File: config.mk
export PLATFORM = sky130hd
export DESIGN_NAME = pwm_action_qual
export DESIGN_NICKNAME = d
export VERILOG_FILES = /design/src/rtl/pwm_aq_pkg.sv /design/src/rtl/aq_regs.sv /design/src/rtl/aq_event_dec.sv /design/src/rtl/aq_force_ctl.sv /design/src/rtl/aq_out_chan.sv /design/src/rtl/pwm_action_qual.sv
export SDC_FILE = /design/constraint.sdc
export NUM_CORES = 1
export LEC_CHECK = 0
export ABC_AREA = 1
export ABC_CLOCK_PERIOD_IN_PS = 3100
export BUFFER_PORTS_ARGS = -buffer_cell sky130_fd_sc_hd__buf_4
export CORE_ASPECT_RATIO = 1.75
export CORE_MARGIN = 3
export CORE_UTILIZATION = 55
export CTS_CLUSTER_DIAMETER = 30
export DETAILED_ROUTE_END_ITERATION = 6
export PLACE_DENSITY = 0.81
export SYNTH_ARGS = -nofsm -noshare
export SYNTH_HDL_FRONTEND = slang
export SYNTH_HIERARCHICAL = 1
export SYNTH_SLANG_ARGS = --single-unit
File: constraint.sdc
create_clock -name clk -period 3.1 [get_ports clk]
set_clock_uncertainty 0.2 [all_clocks]
set_input_delay 0.465 -clock clk [delete_from_list [all_inputs] [get_ports clk]]
set_output_delay 0.465 -clock clk [all_outputs]
set_load 0.05 [all_outputs]
File: src/rtl/pwm_aq_pkg.sv
package pwm_aq_pkg;

  localparam int ACT_W = 16;
  localparam int NCH   = 2;
  localparam int NCMP  = 2;

  // action field positions inside an action register
  localparam int FLD_ZRO = 0;
  localparam int FLD_PRD = 2;
  localparam int FLD_CM0 = 4;
  localparam int FLD_CM1 = 8;

  // register addresses
  localparam int ADR_ACT = 0;
  localparam int ADR_CMP = 2;
  localparam int ADR_FRC = 4;
  localparam int ADR_RLD = 5;
  localparam int RLD_LSB = 6;

  typedef enum logic [1:0] {
    ACT_NONE   = 2'b00,
    ACT_LOW    = 2'b01,
    ACT_HIGH   = 2'b10,
    ACT_TOGGLE = 2'b11
  } act_e;

  typedef enum logic [1:0] {
    RLD_ZERO   = 2'b00,
    RLD_PRD    = 2'b01,
    RLD_EITHER = 2'b10,
    RLD_NOW    = 2'b11
  } rld_e;

  function automatic act_e pick_act(input logic [ACT_W-1:0] r,
                                    input logic ez, input logic ep,
                                    input logic e0, input logic e1);
    act_e a;
    a = ACT_NONE;
    if (e1 && r[FLD_CM1 +: 2] != 2'b00)      a = act_e'(r[FLD_CM1 +: 2]);
    else if (e0 && r[FLD_CM0 +: 2] != 2'b00) a = act_e'(r[FLD_CM0 +: 2]);
    else if (ep && r[FLD_PRD +: 2] != 2'b00) a = act_e'(r[FLD_PRD +: 2]);
    else if (ez && r[FLD_ZRO +: 2] != 2'b00) a = act_e'(r[FLD_ZRO +: 2]);
    return a;
  endfunction

  function automatic logic apply_act(input act_e a, input logic cur);
    logic n;
    case (a)
      ACT_LOW:    n = 1'b0;
      ACT_HIGH:   n = 1'b1;
      ACT_TOGGLE: n = ~cur;
      default:    n = cur;
    endcase
    return n;
  endfunction

  function automatic logic force_on(input logic [1:0] f);
    return f[1] ^ f[0];
  endfunction

  function automatic logic force_lvl(input logic [1:0] f);
    return f[1];
  endfunction

endpackage

File: src/rtl/aq_regs.sv
module aq_regs
  import pwm_aq_pkg::*;
#(
  parameter int CNT_W  = 16,
  parameter int ADDR_W = 3
) (
  input  logic                           clk,
  input  logic                           rst_n,
  input  logic                           wr_en,
  input  logic [ADDR_W-1:0]              wr_addr,
  input  logic [ACT_W-1:0]               wr_data,
  output logic [NCH-1:0][ACT_W-1:0]      act_q,
  output logic [NCMP-1:0][CNT_W-1:0]     cmp_q,
  output logic [2*NCH-1:0]               frc_sh_q,
  output rld_e                           mode_q
);

  localparam int FRC_W = 2 * NCH;

  generate
    for (genvar ch = 0; ch < NCH; ch++) begin : g_act
      always_ff @(posedge clk or negedge rst_n) begin
        if (!rst_n) act_q[ch] <= '0;
        else if (wr_en && int'(wr_addr) == ADR_ACT + ch) act_q[ch] <= wr_data;
      end
    end
    for (genvar k = 0; k < NCMP; k++) begin : g_cmp
      always_ff @(posedge clk or negedge rst_n) begin
        if (!rst_n) cmp_q[k] <= '0;
        else if (wr_en && int'(wr_addr) == ADR_CMP + k) cmp_q[k] <= wr_data[CNT_W-1:0];
      end
    end
  endgenerate

  always_ff @(posedge clk or negedge rst_n) begin
    if (!rst_n) begin
      frc_sh_q <= '0;
      mode_q   <= RLD_ZERO;
    end else if (wr_en) begin
      if (int'(wr_addr) == ADR_FRC) frc_sh_q <= wr_data[FRC_W-1:0];
      if (int'(wr_addr) == ADR_RLD) mode_q   <= rld_e'(wr_data[RLD_LSB +: 2]);
    end
  end

endmodule

File: src/rtl/aq_event_dec.sv
module aq_event_dec
  import pwm_aq_pkg::*;
#(
  parameter int CNT_W = 16
) (
  input  logic                       tick,
  input  logic [CNT_W-1:0]           cnt,
  input  logic                       cnt_up,
  input  logic                       at_zero,
  input  logic                       at_period,
  input  logic [NCMP-1:0][CNT_W-1:0] cmp_q,
  output logic                       ev_zero,
  output logic                       ev_prd,
  output logic [NCMP-1:0]            ev_cmp
);

  assign ev_zero = tick && at_zero;
  assign ev_prd  = tick && at_period;

  generate
    for (genvar k = 0; k < NCMP; k++) begin : g_cmp
      assign ev_cmp[k] = tick && cnt_up && (cnt == cmp_q[k]);
    end
  endgenerate

endmodule

File: src/rtl/aq_force_ctl.sv
module aq_force_ctl
  import pwm_aq_pkg::*;
(
  input  logic               clk,
  input  logic               rst_n,
  input  logic               tick,
  input  logic               at_zero,
  input  logic               at_period,
  input  rld_e               mode_q,
  input  logic [2*NCH-1:0]   frc_sh_q,
  output logic [2*NCH-1:0]   frc_now,
  output logic [2*NCH-1:0]   frc_act_q
);

  logic load;

  always_comb begin
    case (mode_q)
      RLD_ZERO:   load = at_zero;
      RLD_PRD:    load = at_period;
      RLD_EITHER: load = at_zero || at_period;
      default:    load = 1'b1;
    endcase
  end

  // force in effect on the current tick
  assign frc_now = (tick && load) ? frc_sh_q : frc_act_q;

  always_ff @(posedge clk or negedge rst_n) begin
    if (!rst_n)    frc_act_q <= '0;
    else if (tick) frc_act_q <= frc_now;
  end

endmodule

File: src/rtl/aq_out_chan.sv
module aq_out_chan
  import pwm_aq_pkg::*;
(
  input  logic             clk,
  input  logic             rst_n,
  input  logic             tick,
  input  logic [ACT_W-1:0] act_reg,
  input  logic             ev_zero,
  input  logic             ev_prd,
  input  logic [NCMP-1:0]  ev_cmp,
  input  logic [1:0]       frc,
  output logic             out_q
);

  act_e sel_act;
  logic out_nxt;

  assign sel_act = pick_act(act_reg, ev_zero, ev_prd, ev_cmp[0], ev_cmp[1]);
  assign out_nxt = force_on(frc) ? force_lvl(frc) : apply_act(sel_act, out_q);

  always_ff @(posedge clk or negedge rst_n) begin
    if (!rst_n)    out_q <= 1'b0;
    else if (tick) out_q <= out_nxt;
  end

endmodule

File: src/rtl/pwm_action_qual.sv
module pwm_action_qual
  import pwm_aq_pkg::*;
#(
  parameter int CNT_W  = 16,
  parameter int ADDR_W = 3
) (
  input  logic              clk,
  input  logic              rst_n,
  input  logic              tick,
  input  logic [CNT_W-1:0]  cnt,
  input  logic              cnt_up,
  input  logic              at_zero,
  input  logic              at_period,
  input  logic              wr_en,
  input  logic [ADDR_W-1:0] wr_addr,
  input  logic [ACT_W-1:0]  wr_data,
  output logic              out_a,
  output logic              out_b
);

  logic [NCH-1:0][ACT_W-1:0]  act_q;
  logic [NCMP-1:0][CNT_W-1:0] cmp_q;
  logic [2*NCH-1:0]           frc_sh_q;
  rld_e                       mode_q;
  logic                       ev_zero;
  logic                       ev_prd;
  logic [NCMP-1:0]            ev_cmp;
  logic [2*NCH-1:0]           frc_now;
  logic [2*NCH-1:0]           frc_act_q;
  logic [NCH-1:0]             out_q;

  aq_regs #(.CNT_W(CNT_W), .ADDR_W(ADDR_W)) u_regs (
    .clk(clk), .rst_n(rst_n), .wr_en(wr_en), .wr_addr(wr_addr),
    .wr_data(wr_data), .act_q(act_q), .cmp_q(cmp_q),
    .frc_sh_q(frc_sh_q), .mode_q(mode_q)
  );

  aq_event_dec #(.CNT_W(CNT_W)) u_evt (
    .tick(tick), .cnt(cnt), .cnt_up(cnt_up), .at_zero(at_zero),
    .at_period(at_period), .cmp_q(cmp_q), .ev_zero(ev_zero),
    .ev_prd(ev_prd), .ev_cmp(ev_cmp)
  );

  aq_force_ctl u_frc (
    .clk(clk), .rst_n(rst_n), .tick(tick), .at_zero(at_zero),
    .at_period(at_period), .mode_q(mode_q), .frc_sh_q(frc_sh_q),
    .frc_now(frc_now), .frc_act_q(frc_act_q)
  );

  generate
    for (genvar ch = 0; ch < NCH; ch++) begin : g_chan
      aq_out_chan u_chan (
        .clk(clk), .rst_n(rst_n), .tick(tick), .act_reg(act_q[ch]),
        .ev_zero(ev_zero), .ev_prd(ev_prd), .ev_cmp(ev_cmp),
        .frc(frc_now[2*ch +: 2]), .out_q(out_q[ch])
      );
    end
  endgenerate

  assign out_a = out_q[0];
  assign out_b = out_q[1];

endmodule

==> impl_results.md, run 1 <==
- Outcome: finished, violations left
- Violated checks: hold timing
- Top-level I/O count: 44
- Via count: between 3,000 and 4,000
- Number of hold violations in the final report: 26
- Cells after Synth: around 470
- Placement-stage cell area: between 3000 and 4000 um^2
- Area Overhead vs Synth: 16.5%
- Worst hold slack after final layout: -11.8 ps
- Floorplan Core Area: around 5900 um^2
- Cell total after placement: approximately 580
- Final GP Congestion: around 0.93
- Leading cell types in the layout, fill and taps excluded: nand2_1 (223), dfrtp_1 (60), nand3_1 (50)
- Total congestion overflow after global routing: 0
- Syn Std Cell Area: approximately 3300 um^2
- Fraction of layout cells with a size suffix above 1: between 10% and 20%
- Post-layout instance area: about 4000 um^2
- Remaining routing DRC violations: 0
- RSZ-0062 raised after global routing: no
- Number of global-route vias before repair: roughly 3,100
- Dpl ws: about 360 ps
- Global-route wire length before repair: about 14 mm
- Period minus WS final: approximately 2500 ps
- Die H: about 110 um
- Worst-case headroom to the max-slew limit: between 40 and 50%
- Max capacitance violation total: 0
- Synthesis warning total: 6
- Initial core utilization: 56.9%
- HPWL reported at the end of detailed placement: roughly 6.0 mm
- Max Clk Rate: approximately 400 MHz
- Count of clock tree sinks: 60
- Average wire per standard cell: 14.0 um
- Arrival time worst endpoint: ~2600 ps
- Number of buffers inserted by post-CTS setup repair: 0
- CP Data Required Time: approximately 3100 ps
- Leading cell type in the layout, fill and taps excluded: nand2_1
- Clock Pin Slew Worst Setup and Hold Paths: about 70 ps
- Max VDD drop: 396 uV
- Largest fanout on the critical path: 4
- Total wire length after detailed routing: 8.30 mm
- Clock tree from TritonCTS: yes
- # port buffers: between 40 and 50
- Number of antenna diodes: 0
- Worst setup SP type: register
- Non-filler instance count after layout: 593
- Starting DRT DRC Count: 148
- Cell Rows: 37
- Die area: 7090 um^2
- Antenna violations before repair: 0
- Power density of the placed cells: around 610 nW/um^2
- DR pass1 iterations: 5
- CTS-repair resized insts: 0
- H-tree depth reported by CTS: 3
- Max-slew violation count: 0
- Post-cts hold buffer count: 0
- Critical path start-end classification: reg -> reg
- Number of nets in the layout: about 550
- Via count normalized by instance count: slightly above 5
- Maximum buffer depth of the clock tree: 2
- Pin slew with the least headroom to its limit: approximately 750 ps
- Type of the most critical hold path: in -> async
- Setup violators final: 0
- Summed negative setup slack over all endpoints: 0 ps
- Count of antenna-violating nets left after detailed routing: 0
- Post-Syn Nets: between 500 and 600
- Total track usage: between 20% and 30%
- Standby leakage power: 2.18 nW
- Fraction of the cycle the final worst path needs: approximately four fifths
- Kind of end point of the critical path: register
- Worst-skew pair later-pin latency: between 300 and 400 ps
- Cts bufs inserted: 9
- Post-Syn Area per Cell: 7.13 um^2
- Die extent in x: between 60 and 70 um
- Least setup slack across all paths after layout: around 600 ps
- Maximum number of pins on one net before global-route repair: slightly above 60
- Buffer cell driving the clock tree root: clkbuf_8
## final timing paths
check                      slack [ps]                            from                                  to  depth (start not counted)
max                               580    u_regs/cmp_q[31]$_DFFE_PN0P_  g_chan[0].u_chan/out_q$_DFFE_PN0P_                         19
min in group clk                  120                     wr_data[15]        u_regs/cmp_q[31]$_DFFE_PN0P_                          3
max reg2reg                       580    u_regs/cmp_q[31]$_DFFE_PN0P_  g_chan[0].u_chan/out_q$_DFFE_PN0P_                         19
max in group asynchronous        2210                           rst_n        u_regs/cmp_q[29]$_DFFE_PN0P_                          1
min reg2reg                       270  u_frc/frc_act_q[0]$_DFFE_PN0P_      u_frc/frc_act_q[0]$_DFFE_PN0P_                          2
min                               -10                           rst_n      u_regs/frc_sh_q[1]$_DFFE_PN0P_                          1
## metrics by stage
| stage | util [%] | hold WS [ps] | power (mW) |
|---|---|---|---|
| final | 66.3 | -11.8 | 2.38 |
| after global routing | 66.3 | 30.2 | 2.52 |
| after CTS | 66.3 | 2.88 | 2.40 |
| after detailed placement | 62.4 | 254 | 1.60 |
| after global placement | 62.4 | 250 | 1.57 |
| after floorplan | - | -30.6 | 1.40 |
## metal layers
metal / share of wire (%) / global-route usage, %
met4: 4.1 / 17.1
met1: 37 / 26.8
met3: 4.1 / 4.23
met5: 0 / 0
met2: 55 / 47.2
## final cells by class
| type | count | area [um^2] |
|---|---|---|
| fill | 539 | 1980 |
| multi-input combinational | 351 | 1580 |
| sequential | 60 | 1500 |
| timing repair buffer | 44 | 330 |
| inverter | 44 | 165 |
| clock buffer | 10 | 138 |
| tap | 78 | 97.6 |
| clock inverter | 6 | 87.6 |
## state kept, by name, summed over array words and instances, names as in the netlist
name                 count
u_frc/frc_act_q          4
u_regs/frc_sh_q          4
u_regs/cmp_q            32
u_regs/mode_q            2
u_regs/act_q            16
g_chan.u_chan/out_q      2
## power by group
| group | switching, mW | total [mW] | internal, mW |
|---|---|---|---|
| Clock | 0.320 | 0.793 | 0.472 |
| Combinational | 0.323 | 0.528 | 0.205 |
| Sequential | 0.120 | 1.06 | 0.941 |
| Total | 0.764 | 2.38 | 1.62 |
## critical path, stage by stage (launching register included)
cell     delay (ps)
dfrtp_1         390
nand2_1         100
nand2_1          60
inv_1            50
nand2_1          50
nor2_1          120
nand3_1          80
nor2_1          230
inv_1            90
nor2_2          150
nor2_1           70
nand2_1          70
nand2_1          80
ha_1            300
nor2_1           90
nand3_1          80
nand2_1          80
inv_1            40
nand2_1          40
nand2_1          40
Note: power is estimated with default switching activity, not from simulation.
==> inputs of run 2 (changes only) <==
--- a/config.mk
+++ b/config.mk
@@ -6,7 +6,7 @@
 export NUM_CORES = 1
 export LEC_CHECK = 0
 export ABC_AREA = 1
-export ABC_CLOCK_PERIOD_IN_PS = 3100
+export ABC_CLOCK_PERIOD_IN_PS = 2500
 export BUFFER_PORTS_ARGS = -buffer_cell sky130_fd_sc_hd__buf_4
 export CORE_ASPECT_RATIO = 1.75
 export CORE_MARGIN = 3
==> constraint.sdc (replaced) <==
create_clock -name clk -period 2.5 [get_ports clk]
set_clock_uncertainty 0.2 [all_clocks]
set_input_delay 0.375 -clock clk [delete_from_list [all_inputs] [get_ports clk]]
set_output_delay 0.375 -clock clk [all_outputs]
set_load 0.05 [all_outputs]
==> run 2 against run 1 <==
Net effect: the flow now finishes without violations; register-to-register slack got worse by 450 ps; total power rose by 24%; sequential share of layout area fell by 0.76 points; clock-buffer cell count fell by 1; combinational power rose by 29%; hold slack improved by 37 ps; non-clock buffer count rose by 5; maximum frequency rose by 6.4%; first-iteration DRC count rose by 22%; setup slack got worse by 450 ps; die area did not move; critical path type unchanged.
==> impl_results.md, run 2 (synthesized netlist as in run 1, its figures left out) <==
- Final GP Congestion: 0.935 (+0.44%)
- Critical path start-end classification: reg -> reg
- Leading cell types in the layout, fill and taps excluded: nand2_1 (221), dfrtp_1 (60), nand3_1 (48), buf_4 (48), inv_1 (37)
- Antenna violations before repair: 0 (unchanged)
- H-tree depth reported by CTS: 3 (unchanged)
- Number of hold violations in the final report: 0 (-100%)
- Post-layout instance area: 3980 um^2 (+2.0%)
- RSZ-0062 raised after global routing: yes
- # port buffers: 43 (unchanged)
- Die area: 7090 um^2 (unchanged)
- Summed negative setup slack over all endpoints: 0 ps (unchanged)
- Leading cell type in the layout, fill and taps excluded: nand2_1
- HPWL reported at the end of detailed placement: 6.03 mm (+0.36%)
- Starting DRT DRC Count: 180 (+22%)
- Number of antenna diodes: 0 (unchanged)
- Outcome: complete, no violations
- Reg with most FFs: u_regs/cmp_q
- Setup violators final: 0 (unchanged)
- Clock tree from TritonCTS: yes
- Cell Rows: 37 (unchanged)
- Type of the most critical hold path: in -> reg
- Max VDD drop: 636 uV (+60%)
- Standby leakage power: 2.21 nW (+1.5%)
- Crit Reg-Reg Startpoint: u_regs/cmp_q[9]$_DFFE_PN0P_
- Via count: 3,127 (+1.4%)
- Placement-stage cell area: 3700 um^2 (+0.82%)
- Worst setup SP type: register
- CP Data Required Time: 2550 ps (-590 ps)
- Power density of the placed cells: 743 nW/um^2 (+22%)
- Worst-case headroom to the max-slew limit: 48.5% (-1.3 points)
- Max-slew violation count: 0 (unchanged)
- Top flop regs: u_regs/cmp_q: 32 flops, u_regs/act_q: 16 flops
- Pin slew with the least headroom to its limit: 772 ps (+19.4 ps)
- Crit path from: u_regs/cmp_q[9]$_DFFE_PN0P_
- Initial core utilization: 56.9% (unchanged)
- Max Clk Rate: 423 MHz (+6.4%)
- Total congestion overflow after global routing: 0 (unchanged)
- Clock Pin Slew Worst Setup and Hold Paths: 70 ps (about the same)
- Kind of end point of the critical path: register
- Average wire per standard cell: 14.1 um (+1.1%)
- Die H: 109 um (unchanged)
- Number of buffers inserted by post-CTS setup repair: 0 (unchanged)
- Number of nets in the layout: 559 (+0.90%)
- Count of antenna-violating nets left after detailed routing: 0 (unchanged)
- Total track usage: 26.5% (+0.54 points)
- Largest fanout on the critical path: 5 (+1)
- Top-level I/O count: 44 (unchanged)
- Fraction of the cycle the final worst path needs: 94.6% (+13 points)
- Source of the worst hold timing path: wr_data[15]
- Count of clock tree sinks: 60 (unchanged)
- Buffer cell driving the clock tree root: clkbuf_8
- Via count normalized by instance count: 5.23 (+0.58%)
- Max capacitance violation total: 0 (unchanged)
- DR pass1 iterations: 5 (unchanged)
- Die extent in x: 64.9 um (unchanged)
- Core Util, Final: 67.6% (+1.3 points)
- Worst-skew pair later-pin latency: 360 ps (about the same)
- Maximum buffer depth of the clock tree: 2 (unchanged)
- Total wire length after detailed routing: 8.46 mm (+1.9%)
- Largest register FFs: 32 (unchanged)
- Period minus WS final: 2370 ps (-152 ps)
- Remaining routing DRC violations: 0 (unchanged)
- Fraction of layout cells with a size suffix above 1: 17.7% (+2.5 points)
- Maximum number of pins on one net before global-route repair: 61 (unchanged)
- Global-route wire length before repair: 13.9 mm (+0.85%)
- Cts bufs inserted: 9 (unchanged)
- Number of global-route vias before repair: 3,090 (-1.7%)
- Arrival time worst endpoint: 2420 ps (-140 ps)
- Layout filler cell count: 556 (+3.2%)
- Area Overhead vs Synth: 18.9%
- Floorplan Core Area: 5880 um^2 (unchanged)
## run 2: cell count changes in the layout (fill, tap and decap cells not counted), sizes merged
cell         delta
clkinv          +3
clkinvlp        -2
clkbuf          -1
buf             +4
dlygate4sd3     +1
## run 2: repair_timing
item | CTS | global route
hold buffers | 1 | 0
endpoints found under the setup margin | 0 | 1
gates resized for setup | 0 | 12
hold endpoints to repair | 60 | 0
## run 2: area by class of cell
| class | instances | area (um^2) | share of cell area [%] |
|---|---|---|---|
| inverter | 44 | 165 | 4.15 |
| clock buffer | 9 | 124 | 3.12 |
| timing repair buffer | 49 | 370 | 9.32 |
| sequential | 60 | 1500 | 37.8 |
| clock inverter | 7 | 91.3 | 2.30 |
| multi-input combinational | 351 | 1630 | 40.9 |
| tap | 78 | 97.6 | 2.46 |
## run 2: final timing paths
check,to,slack (ps),cells after the start
max reg2reg,g_chan[0].u_chan/out_q$_DFFE_PN0P_,130,17
max in group asynchronous,u_regs/cmp_q[28]$_DFFE_PN0P_,1150,2
min reg2reg,u_frc/frc_act_q[3]$_DFFE_PN0P_,270,2
min in group asynchronous,u_regs/cmp_q[19]$_DFFE_PN0P_,440,2
max,g_chan[0].u_chan/out_q$_DFFE_PN0P_,130,17
min,u_regs/cmp_q[31]$_DFFE_PN0P_,20,3
## run 2: per-stage QoR
step / power [mW] / cells / hold slack [ps] / worst slack, ps
global placement: 1.95 / 581 / 250 / 103
finish: 2.95 / 598 / 24.8 / 135
floorplan: 1.74 / 469 / -121 / 295
global route: 3.14 / 598 / 19.0 / -73.4
detailed placement: 1.98 / 581 / 255 / 19.7
CTS: 2.96 / 598 / 10.0 / 136
## run 2: metal layers
metal | track usage (%) | routed length [um] | up-vias | share of wire, %
met4 | 16.5 | 405 | 0 | 4.8
met3 | 5.26 | 457 | 30 | 5.4
li1 | - | - | 1544 | -
met5 | 0 | 0 | - | 0
met1 | 28.8 | 3040 | 1437 | 36
met2 | 46.4 | 4550 | 116 | 54
## run 2: report_power, final
part	internal (mW)	switching, mW	total, mW
combinational	0.267	0.412	0.679
clock	0.557	0.405	0.961
sequential	1.17	0.146	1.31
total	1.99	0.962	2.95
## run 2: worst max-delay path: stages (launching register included)
cell and delay, ps:
dfrtp_1 380, inv_1 70, nor2_1 60, nor3_1 240, nand3_1 160, nor2_4 170
nand3_2 80, inv_2 60, nor2_2 30, nand2_1 100, nand2_2 80, ha_4 250
nor2_4 90, nand3_1 80, nand2_1 80, inv_1 40, nand2_1 50, nand2_1 40
==> inputs of run 3 (changes only) <==
==> constraint.sdc (replaced) <==
create_clock -name clk -period 2.5 [get_ports clk]
set_clock_uncertainty 0.2 [all_clocks]
set_input_delay 0.5 -clock clk [delete_from_list [all_inputs] [get_ports clk]]
set_output_delay 0.5 -clock clk [all_outputs]
set_load 0.05 [all_outputs]
==> run 3 against run 2 <==
Net effect: total power down 7.1%; core utilization fell by 0.92 points; clock power decreased by 20%; die area unchanged; global-route usage fell by 1.3 points; non-clock buffer count grew 3; hold slack worse by 0.60 ps; largest cell class unchanged.
==> impl_results.md, run 3 (synthesized netlist as in run 1, its figures left out) <==
- Outcome: complete, no violations
- Cell Rows: 37 (unchanged)
- Total track usage: 25.2% (-1.3 points)
- Total wire length after detailed routing: 8.26 mm (-2.4%)
- Standby leakage power: 2.20 nW (-0.70%)
- Average wire per standard cell: 13.7 um (-2.9%)
- Placement-stage cell area: 3720 um^2 (+0.41%)
- Number of global-route vias before repair: 3,079 (-0.36%)
- Non-filler instance count after layout: 601 (+0.50%)
- Pin slew with the least headroom to its limit: 740 ps (-32.4 ps)
- Overall power after layout: 2.74 mW (-7.1%)
- Power density of the placed cells: 700 nW/um^2 (-5.8%)
- Max Clk Rate: 420 MHz (-0.70%)
- Area Overhead vs Synth: 17.3%
- Leading cell type in the layout, fill and taps excluded: nand2_1
- Register-to-register path setup slack: 120 ps (-20 ps)
- Type of the most critical hold path: in -> async
- Final GP Congestion: 0.888 (-5.1%)
- Floorplan Core Area: 5880 um^2 (unchanged)
- Worst-case headroom to the max-slew limit: 50.7% (+2.2 points)
- Max VDD drop: 704 uV (+11%)
- Cell total after placement: 583 (+0.34%)
- Clock Pin Slew Worst Setup and Hold Paths: 70 ps (about the same)
- Maximum number of pins on one net before global-route repair: 61 (unchanged)
- Routed wire length on met3: 420 um (-8.1%)
- Top flop regs: u_regs/cmp_q: 32 flops, u_regs/act_q: 16 flops
- CP Data Required Time: 2530 ps (-20 ps)
- Arrival time worst endpoint: 2410 ps (about the same)
- Largest fanout on the critical path: 4 (-1)
- H-tree depth reported by CTS: 3 (unchanged)
- Period minus WS final: 2380 ps (+16.6 ps)
- HPWL reported at the end of detailed placement: 6.05 mm (+0.29%)
- Clock tree from TritonCTS: yes
- Die area: 7090 um^2 (unchanged)
- Routed length on met2: 4.51 mm (-0.86%)
- Summed negative setup slack over all endpoints: 0 ps (unchanged)
- Remaining routing DRC violations: 0 (unchanged)
- Reg with most FFs: u_regs/cmp_q
- Core Util, Final: 66.7% (-0.92 points)
- Max capacitance violation total: 0 (unchanged)
- Largest register FFs: 32 (unchanged)
- Worst-skew pair later-pin latency: 340 ps (-20 ps)
- Metal-1 WL: 3.01 mm (-0.89%)
- Dpl ws: -108 ps (-128 ps)
- Fraction of layout cells with a size suffix above 1: 17.0% (-0.68 points)
- Count of clock tree sinks: 60 (unchanged)
- Fraction of the cycle the final worst path needs: 95.3% (+0.66 points)
- Total congestion overflow after global routing: 0 (unchanged)
- Max-slew violation count: 0 (unchanged)
- Post-layout instance area: 3920 um^2 (-1.4%)
- Antenna violations before repair: 0 (unchanged)
- Cts bufs inserted: 9 (unchanged)
- Post-cts hold buffer count: 0 (-1)
- Critical path start-end classification: reg -> reg
- # port buffers: 43 (unchanged)
- Worst setup SP type: register
- Number of antenna diodes: 0 (unchanged)
- Via count normalized by instance count: 5.18 (-0.94%)
- Least setup slack across all paths after layout: 118 ps (-16.6 ps)
- Buffer cell driving the clock tree root: clkbuf_8
- Top-level I/O count: 44 (unchanged)
- Count of antenna-violating nets left after detailed routing: 0 (unchanged)
- Kind of end point of the critical path: register
- Number of hold violations in the final report: 0 (unchanged)
- Number of nets in the layout: 562 (+0.54%)
- Die H: 109 um (unchanged)
- Leading cell types in the layout, fill and taps excluded: nand2_1 (222), dfrtp_1 (60), buf_4 (52)
- Initial core utilization: 56.9% (unchanged)
- DR pass1 iterations: 4 (-1)
- Starting DRT DRC Count: 199 (+11%)
- Setup violators final: 0 (unchanged)
- Maximum buffer depth of the clock tree: 2 (unchanged)
- Die extent in x: 64.9 um (unchanged)
- Uppermost layer routed: met4
- Via count: 3,113 (-0.45%)
- Global-route wire length before repair: 13.6 mm (-2.5%)
- Worst hold slack after final layout: 24.2 ps (-0.602 ps)
- RSZ-0062 raised after global routing: yes
run 3: changes by cell type in the layout (fill, tap and decap cells not counted), sizes merged:
cell / delta
buf: +4
bufinv: -2
clkbuf: +3
clkinv: -2
clkinvlp: +1
dlygate4sd3: -1
run 3: where the power goes:
| part | switching (mW) | internal [mW] | total [mW] |
|---|---|---|---|
| sequential | 0.143 | 1.17 | 1.31 |
| clock | 0.381 | 0.384 | 0.765 |
| combinational | 0.405 | 0.264 | 0.668 |
run 3: layout make-up:
| type | instances | area [um^2] |
|---|---|---|
| Sequential cell | 60 | 1500 |
| Multi-Input combinational cell | 351 | 1600 |
| Tap cell | 78 | 97.6 |
| Clock buffer | 12 | 145 |
| Fill cell | 523 | 1960 |
| Clock inverter | 4 | 25.0 |
| Timing Repair Buffer | 52 | 390 |
| Inverter | 44 | 165 |
run 3: per-layer routing:
layer	vias up	track usage, %
met5	-	0
met2	102	47.5
met1	1433	25.5
met3	27	4.12
li1	1551	-
met4	0	14.5
run 3: worst max-delay path: stages (launching register included):
cell and delay (ps):
dfrtp_1 390, inv_1 50, nand2_1 50, nand2_1 40
nor2_1 100, nand2_1 70, nor2_1 110, nand2_1 100
nor2_4 150, nand3b_1 90, inv_1 70, nor2_1 50
nand2_1 70, nand2_1 70, ha_1 280, nor2_1 110
nand3_1 70, nand2_1 80, inv_1 40, nand2_1 50
nand2_1 40
run 3: worst paths after layout:
kind | from | endpoint | cells past startpoint
worst max-delay path | u_regs/cmp_q[0]$_DFFE_PN0P_ | g_chan[0].u_chan/out_q$_DFFE_PN0P_ | 20
worst min-delay path | rst_n | u_regs/cmp_q[3]$_DFFE_PN0P_ | 1
worst max register to register | u_regs/cmp_q[0]$_DFFE_PN0P_ | g_chan[0].u_chan/out_q$_DFFE_PN0P_ | 20
worst min register to register | u_frc/frc_act_q[0]$_DFFE_PN0P_ | u_frc/frc_act_q[0]$_DFFE_PN0P_ | 2
max in group asynchronous | rst_n | u_regs/cmp_q[9]$_DFFE_PN0P_ | 1
min in group clk | wr_data[14] | u_regs/cmp_q[30]$_DFFE_PN0P_ | 3
run 3: repair_timing:
item / CTS / global route
buffers inserted: 0 / 2
gates resized for setup: 0 / 6
setup endpoints to repair: 0 / 1
